### config.mk
export PLATFORM = sky130hd
export DESIGN_NAME = qw_chain_walker
export DESIGN_NICKNAME = d
export VERILOG_FILES = /design/src/rtl/qw_chain_pkg.sv /design/src/rtl/qw_chain_dp.sv /design/src/rtl/qw_chain_ctrl.sv /design/src/rtl/qw_chain_walker.sv
export SDC_FILE = /design/constraint.sdc
export NUM_CORES = 1
export LEC_CHECK = 0
export ABC_AREA = 1
export CAP_MARGIN = 15
export CORE_MARGIN = 8
export CORE_UTILIZATION = 25
export DETAILED_ROUTE_END_ITERATION = 8
export PLACE_DENSITY = 0.5
export SYNTH_ARGS = -nofsm -noshare
export SYNTH_HDL_FRONTEND = slang
export SYNTH_SLANG_ARGS = --single-unit
### constraint.sdc
create_clock -name clk -period 4 [get_ports clk]
set_input_delay 0.8 -clock clk [delete_from_list [all_inputs] [get_ports clk]]
set_output_delay 0.8 -clock clk [all_outputs]
set_load 0.05 [all_outputs]
### src/rtl/qw_chain_pkg.sv
package qw_chain_pkg;
  localparam int WORD_W = 32;
  localparam int QUAD_W = 128;
  localparam int CNT_W  = 16;

  localparam int CTRL_TTE = 6;
  localparam int CTRL_EN  = 8;
  localparam int CTRL_ERR = 9;

  typedef enum logic [2:0] {
    TAG_REFE = 3'd0,
    TAG_CNT  = 3'd1,
    TAG_NEXT = 3'd2,
    TAG_REF  = 3'd3,
    TAG_REFS = 3'd4,
    TAG_BAD5 = 3'd5,
    TAG_BAD6 = 3'd6,
    TAG_END  = 3'd7
  } tag_id_e;

  typedef struct packed {
    logic rdTag;
    logic ldData;
    logic ldTag;
    logic stop;
    logic setErr;
  } strobe_t;

  function automatic logic isBadId(input logic [2:0] id);
    return (id == TAG_BAD5) || (id == TAG_BAD6);
  endfunction
endpackage

### src/rtl/qw_chain_dp.sv
module qw_chain_dp
  import qw_chain_pkg::*;
#(
  parameter int ADDR_W = 32
) (
  input  logic                clk,
  input  logic                rstN,
  input  logic                regWe,
  input  logic [1:0]          regSel,
  input  logic [WORD_W-1:0]   regWdata,
  input  strobe_t             stb,
  input  logic [63:0]         tagLow,
  output logic [WORD_W-1:0]   ctrlReg,
  output logic [ADDR_W-1:0]   addrReg,
  output logic [CNT_W-1:0]    countReg,
  output logic [ADDR_W-1:0]   tagAddrReg,
  output logic                endFlag,
  output logic [ADDR_W-1:0]   memRdAddr
);
  localparam logic [ADDR_W-1:0] QBYTES = ADDR_W'(16);

  logic [WORD_W-1:0] w0, w1;
  tag_id_e           tagId;
  logic [ADDR_W-1:0] afterTag, payBytes;

  assign w0       = tagLow[31:0];
  assign w1       = tagLow[63:32];
  assign tagId    = tag_id_e'(w0[30:28]);
  assign afterTag = tagAddrReg + QBYTES;
  assign payBytes = ADDR_W'(w0[CNT_W-1:0]) << 4;
  assign memRdAddr = stb.rdTag ? tagAddrReg : addrReg;

  always_ff @(posedge clk) begin
    if (!rstN) begin
      ctrlReg    <= '0;
      addrReg    <= '0;
      countReg   <= '0;
      tagAddrReg <= '0;
      endFlag    <= 1'b0;
    end else begin
      if (stb.ldData) begin
        addrReg  <= addrReg + QBYTES;
        countReg <= countReg - CNT_W'(1);
      end
      if (stb.ldTag) begin
        ctrlReg[31:16] <= w0[31:16];
        countReg       <= w0[CNT_W-1:0];
        case (tagId)
          TAG_REFE: begin
            addrReg    <= ADDR_W'(w1);
            tagAddrReg <= afterTag;
            endFlag    <= 1'b1;
          end
          TAG_CNT, TAG_END: begin
            addrReg    <= afterTag;
            tagAddrReg <= afterTag + payBytes;
            if (tagId == TAG_END) endFlag <= 1'b1;
          end
          TAG_NEXT: begin
            addrReg    <= afterTag;
            tagAddrReg <= ADDR_W'(w1);
          end
          TAG_REF, TAG_REFS: begin
            addrReg    <= ADDR_W'(w1);
            tagAddrReg <= afterTag;
          end
          default: ;
        endcase
      end
      if (stb.stop) begin
        ctrlReg[CTRL_EN] <= 1'b0;
        endFlag          <= 1'b0;
      end
      if (stb.setErr) begin
        ctrlReg[CTRL_ERR] <= 1'b1;
        ctrlReg[CTRL_EN]  <= 1'b0;
        endFlag           <= 1'b0;
      end
      if (regWe) begin
        case (regSel)
          2'd0: ctrlReg    <= regWdata;
          2'd1: addrReg    <= ADDR_W'(regWdata);
          2'd2: countReg   <= regWdata[CNT_W-1:0];
          default: tagAddrReg <= ADDR_W'(regWdata);
        endcase
      end
    end
  end

  // every payload beat lowers the count by one
  a_r2_count_step: assert property (@(posedge clk) disable iff (!rstN)
    (stb.ldData && !regWe) |=> (countReg == $past(countReg) - CNT_W'(1)));

  // a ref-and-end tag leaves the end flag raised
  a_r5_refe_end: assert property (@(posedge clk) disable iff (!rstN)
    (stb.ldTag && tagId == TAG_REFE && !regWe) |=> endFlag);
endmodule

### src/rtl/qw_chain_ctrl.sv
module qw_chain_ctrl
  import qw_chain_pkg::*;
#(
  parameter int FIFO_DEPTH = 128,
  localparam int LVL_W = $clog2(FIFO_DEPTH + 1)
) (
  input  logic              clk,
  input  logic              rstN,
  input  logic              chanEn,
  input  logic              chainMode,
  input  logic              tagXfer,
  input  logic              countZero,
  input  logic              endFlag,
  input  logic [QUAD_W-1:0] memRdData,
  input  logic [LVL_W-1:0]  fifoLevel,
  output strobe_t           stb,
  output logic              memRdEn,
  output logic              fifoWrEn,
  output logic              fifoWrQuad,
  output logic [QUAD_W-1:0] fifoWrData,
  output logic              irq
);
  typedef enum logic [1:0] {ST_RUN, ST_DWAIT, ST_TWAIT} state_e;

  state_e          state, nextState;
  logic [LVL_W:0]  freeWords;
  logic            badTag;

  assign freeWords = (LVL_W+1)'(FIFO_DEPTH) - {1'b0, fifoLevel};
  assign badTag    = isBadId(memRdData[30:28]);

  always_comb begin
    stb        = '0;
    memRdEn    = 1'b0;
    fifoWrEn   = 1'b0;
    fifoWrQuad = 1'b0;
    fifoWrData = memRdData;
    nextState  = state;
    case (state)
      ST_RUN: begin
        if (chanEn) begin
          if (!countZero) begin
            if (freeWords >= (LVL_W+1)'(4)) begin
              memRdEn   = 1'b1;
              nextState = ST_DWAIT;
            end
          end else if (!chainMode || endFlag) begin
            stb.stop = 1'b1;
          end else if (!tagXfer || freeWords >= (LVL_W+1)'(2)) begin
            memRdEn   = 1'b1;
            stb.rdTag = 1'b1;
            nextState = ST_TWAIT;
          end
        end
      end
      ST_DWAIT: begin
        fifoWrEn   = 1'b1;
        fifoWrQuad = 1'b1;
        stb.ldData = 1'b1;
        nextState  = ST_RUN;
      end
      default: begin
        fifoWrData = {64'b0, memRdData[127:64]};
        if (badTag) begin
          stb.setErr = 1'b1;
        end else begin
          stb.ldTag = 1'b1;
          fifoWrEn  = tagXfer;
        end
        nextState = ST_RUN;
      end
    endcase
  end

  always_ff @(posedge clk) begin
    if (!rstN) begin
      state <= ST_RUN;
      irq   <= 1'b0;
    end else begin
      state <= nextState;
      irq   <= stb.stop | stb.setErr;
    end
  end

  // a write never exceeds the room left in the FIFO
  a_r10_fifo_room: assert property (@(posedge clk) disable iff (!rstN)
    fifoWrEn |-> (int'(fifoLevel) + (fifoWrQuad ? 4 : 2) <= FIFO_DEPTH));

  // the interrupt is a single-cycle pulse
  a_r3_irq_pulse: assert property (@(posedge clk) disable iff (!rstN)
    irq |=> !irq);

  // the interrupt coincides with a disabled channel
  a_r3_irq_disabled: assert property (@(posedge clk) disable iff (!rstN)
    irq |-> !chanEn);

  // no second read while one is in flight
  a_r12_single_read: assert property (@(posedge clk) disable iff (!rstN)
    memRdEn |=> !memRdEn);
endmodule

### src/rtl/qw_chain_walker.sv
module qw_chain_walker
  import qw_chain_pkg::*;
#(
  parameter int ADDR_W     = 32,
  parameter int FIFO_DEPTH = 128,
  localparam int LVL_W = $clog2(FIFO_DEPTH + 1)
) (
  input  logic              clk,
  input  logic              rstN,
  input  logic              regWe,
  input  logic [1:0]        regSel,
  input  logic [31:0]       regWdata,
  output logic [31:0]       ctrlReg,
  output logic [ADDR_W-1:0] addrReg,
  output logic [15:0]       countReg,
  output logic [ADDR_W-1:0] tagAddrReg,
  output logic              memRdEn,
  output logic [ADDR_W-1:0] memRdAddr,
  input  logic [127:0]      memRdData,
  output logic              fifoWrEn,
  output logic              fifoWrQuad,
  output logic [127:0]      fifoWrData,
  input  logic [LVL_W-1:0]  fifoLevel,
  output logic              irq
);
  strobe_t stb;
  logic    endFlag;

  qw_chain_dp #(.ADDR_W(ADDR_W)) dp_i (
    .clk(clk), .rstN(rstN), .regWe(regWe), .regSel(regSel), .regWdata(regWdata),
    .stb(stb), .tagLow(memRdData[63:0]), .ctrlReg(ctrlReg), .addrReg(addrReg),
    .countReg(countReg), .tagAddrReg(tagAddrReg), .endFlag(endFlag),
    .memRdAddr(memRdAddr)
  );

  qw_chain_ctrl #(.FIFO_DEPTH(FIFO_DEPTH)) ctrl_i (
    .clk(clk), .rstN(rstN), .chanEn(ctrlReg[CTRL_EN]),
    .chainMode(ctrlReg[3:2] != 2'b00), .tagXfer(ctrlReg[CTRL_TTE]),
    .countZero(countReg == '0), .endFlag(endFlag), .memRdData(memRdData),
    .fifoLevel(fifoLevel), .stb(stb), .memRdEn(memRdEn), .fifoWrEn(fifoWrEn),
    .fifoWrQuad(fifoWrQuad), .fifoWrData(fifoWrData), .irq(irq)
  );
endmodule

==> results.cfg <==
[sta]
relSlewSlack = 0.287
finalCritPeriodShare = 0.972
hold_violations = 0
period_needed_ns = 3.89
fin_ws_ns = 0.110
fmax_mhz = 257
setup_viol = 0
fin_skew_ns = 0.0105
drv_slew = 0
tightest_slew_ns = 1.06
holdWs_ns = 0.481

[synth]
muxShareOfSynthArea = 0.00389
synthTopCellsByArea = dfxtp_1 22%, nand2_1 13%, o21ai_0 11%
synth_common_cells = 381 x nand2_1, 296 x inv_1, 223 x o21ai_0
synth-simple-area-share = 0.294
yosys.area.top_type = dfxtp_1
syn-instance-count = 1834
synth-async-reset-ratio = 0
synthXorXnorAreaFrac = 0.0396
syn_area_per_cell_um2 = 5.79
synth_edf_count = 0
synth_top_area_share = 0.219
synth_flop_cell = dfxtp_1
netlist_area_um2 = 10600
synth-compound-area-share = 0.267
synth.most_common_cell = nand2_1
synth-seq-area-share = 0.219
synthAdderAreaFrac = 0.0302
ys_seq_elements = 116
synth_cell_types = 54
synth_top_family_by_area = simple AND/OR/NAND/NOR gates
yosys_warnings = 0
syn_nets = 2032

[final_layout]
area_growth_pct = 57.7
nNetsFinal = 2448
drive_above_1_share = 0.0901
fillCellCount = 4473
final_cells = 2803

[floorplanning]
initial_utilization = 0.253
io_pins = 449
rows = 75
die_h_um = 222
design.core.area_um2 = 41900
die_width_um = 222
dieArea_um2 = 49300

[placement]
dpl.cell_count = 2770
port_buffers = 448
place.gp.congestion = 0.934
dpl.hpwl_um = 47300
place_ws_ns = -0.00311

[global_routing]
antenna_found_initial = 4
grt_pass1_wl_um = 86700
grt_pass1_vias = 13300
gr-total-overflow = 0
grt_usage = 0.229
grt_max_degree = 103

[drt]
route.met3.wl_um = 4470
drc = 0
highest_layer = met5
via_count = 13600
postRouteAntennaNets = 0
routed_via_density = 4.87
wl_met1_um = 26900
wl_um = 59100
drtPass1Iterations = 5
drt_iter0_markers = 958
wl_met2_um = 26200
avgRoutedWirePerCell_um = 21.1

[hold_path]
hp-start = dp_i.ctrlReg[19]
hold_path_class = flop to flop
hold_path_depth = 2

[power_and_ir_drop]
switchingPower_mw = 1.97
leakage_nw = 7.32
ir_drop_mv = 0.192
power.total_mw = 4.82
power.internal_mw = 2.85
swShare = 0.409
clkPwrFrac = 0.318
p_per_area_nw_per_um2 = 288
combPwrFrac = 0.407
pwr-share-seq = 0.275

[clocking]
clk_pin_slew_ns = 0.06
post_cts_buffers = 0
clk_latency_ns = 0.43
numCtsBuffers = 17
cts.sinks = 116
cts_tree = yes
holdBufCountCts = 0
htreeDepth = 4
clk_path_buf_depth = 2
root_buffer = clkbuf_16

[worst_setup_path]
timing.rr.end = dp_i.tagAddrReg[22]
required_ns = 3.20
reg2reg_from = dp_i.tagAddrReg[6]
cp.arrival_ns = 3.09
startpoint = fifoLevel[1]
path_class = input pin to primary output
startpoint_type = input pin
r2r_cells = 21
crit_path_end = memRdAddr[0]
critical_path.max_fanout = 8
end_kind = primary output
reg2reg_slack_ns = 0.46

[status]
outcome = finished clean

[flow_run]
drv_cap = 0
[worst max-delay path, cell delays in order]
cell	delay [ns]
clkdlybuf4s50_1	0.46
inv_1	0.08
ha_4	0.17
nand3_2	0.08
inv_1	0.06
nand3_1	0.07
xor2_1	0.16
inv_1	0.05
nor2_1	0.11
nand4_1	0.19
nand4_4	0.16
buf_12	0.16
mux2_2	0.33
buf_4	0.19
[metrics by stage]
stage	util	cell area [um2]	TNS [ns]
6_report	0.399	16800	0
5_1_grt	0.399	16800	-0.00403
4_1_cts	0.396	16600	-0.0000824
3_5_place_dp	0.383	16100	-0.00311
3_3_place_gp	0.383	16100	0
2_1_floorplan	-	10600	0
[how the worst min path moves through the flow]
stage                                  end
final                     dp_i.ctrlReg[19]
after global routing       dp_i.ctrlReg[0]
after CTS                 dp_i.ctrlReg[19]
after detailed placement  dp_i.ctrlReg[19]
after global placement    dp_i.ctrlReg[19]
after floorplan            ctrl_i.state[0]
[final cells by class]
type | count | area, um2 | share of cell area
tap | 539 | 674 | 0.0403
clock inverter | 12 | 131 | 0.00784
inverter | 307 | 1150 | 0.0688
antenna | 1 | 2.50 | 0.000149
timing repair buffer | 490 | 5160 | 0.308
multi-input combinational | 1318 | 6860 | 0.409
sequential | 116 | 2330 | 0.139
clock buffer | 20 | 447 | 0.0267
[cells by family after synthesis]
kind of cell | Yosys count
flops | 116
compound gates | 500
fa+ha+maj | 25
xor+xnor | 48
simple gates | 742
buf+inv | 400
mux | 3
[state kept, by name (all words and copies together) (netlist names)]
register and count:
dp_i.addrReg 32, dp_i.ctrlReg 32, dp_i.tagAddrReg 32, dp_i.countReg 16
ctrl_i.state 2, ctrl_i.irq 1, dp_i.endFlag 1
[power groups by stage]
| stage | logic (mW) | clock network, mW | registers, mW |
|---|---|---|---|
| global placement | 1.95 | 0 | 1.35 |
| finish | 1.96 | 1.54 | 1.32 |
| CTS | 1.96 | 1.56 | 1.32 |
| global route | 2.08 | 1.61 | 1.33 |
| detailed placement | 1.95 | 0 | 1.35 |
| floorplan | 0.906 | 0 | 1.54 |
[what timing repair did]
| item | 4_1_cts | 5_1_grt |
|---|---|---|
| pin swaps | 0 | 1 |
| endpoints found under the setup margin | 1 | 30 |
| resized for setup | 1 | 48 |
[metal layers]
| layer | GRT usage | vias to the layer above |
|---|---|---|
| li1 | - | 6808 |
| met1 | 0.303 | 6237 |
| met2 | 0.365 | 528 |
| met3 | 0.0565 | 65 |
| met4 | 0.0686 | 4 |
| met5 | 0 | - |
[layout by cell type (no fill, tap or decap), types with 38 or more instances in the layout]
cell type | netlist | final
buf_12 | 0 | 38
nand3_1 | 71 | 69
nor2_1 | 205 | 204
a21oi_1 | 142 | 142
nand2_1 | 381 | 381
inv_1 | 296 | 295
clkdlybuf4s50_1 | 0 | 400
buf_4 | 10 | 49
o22ai_1 | 38 | 38
dfxtp_1 | 116 | 115
o21ai_0 | 223 | 204
(Power assumes the default switching activity.)
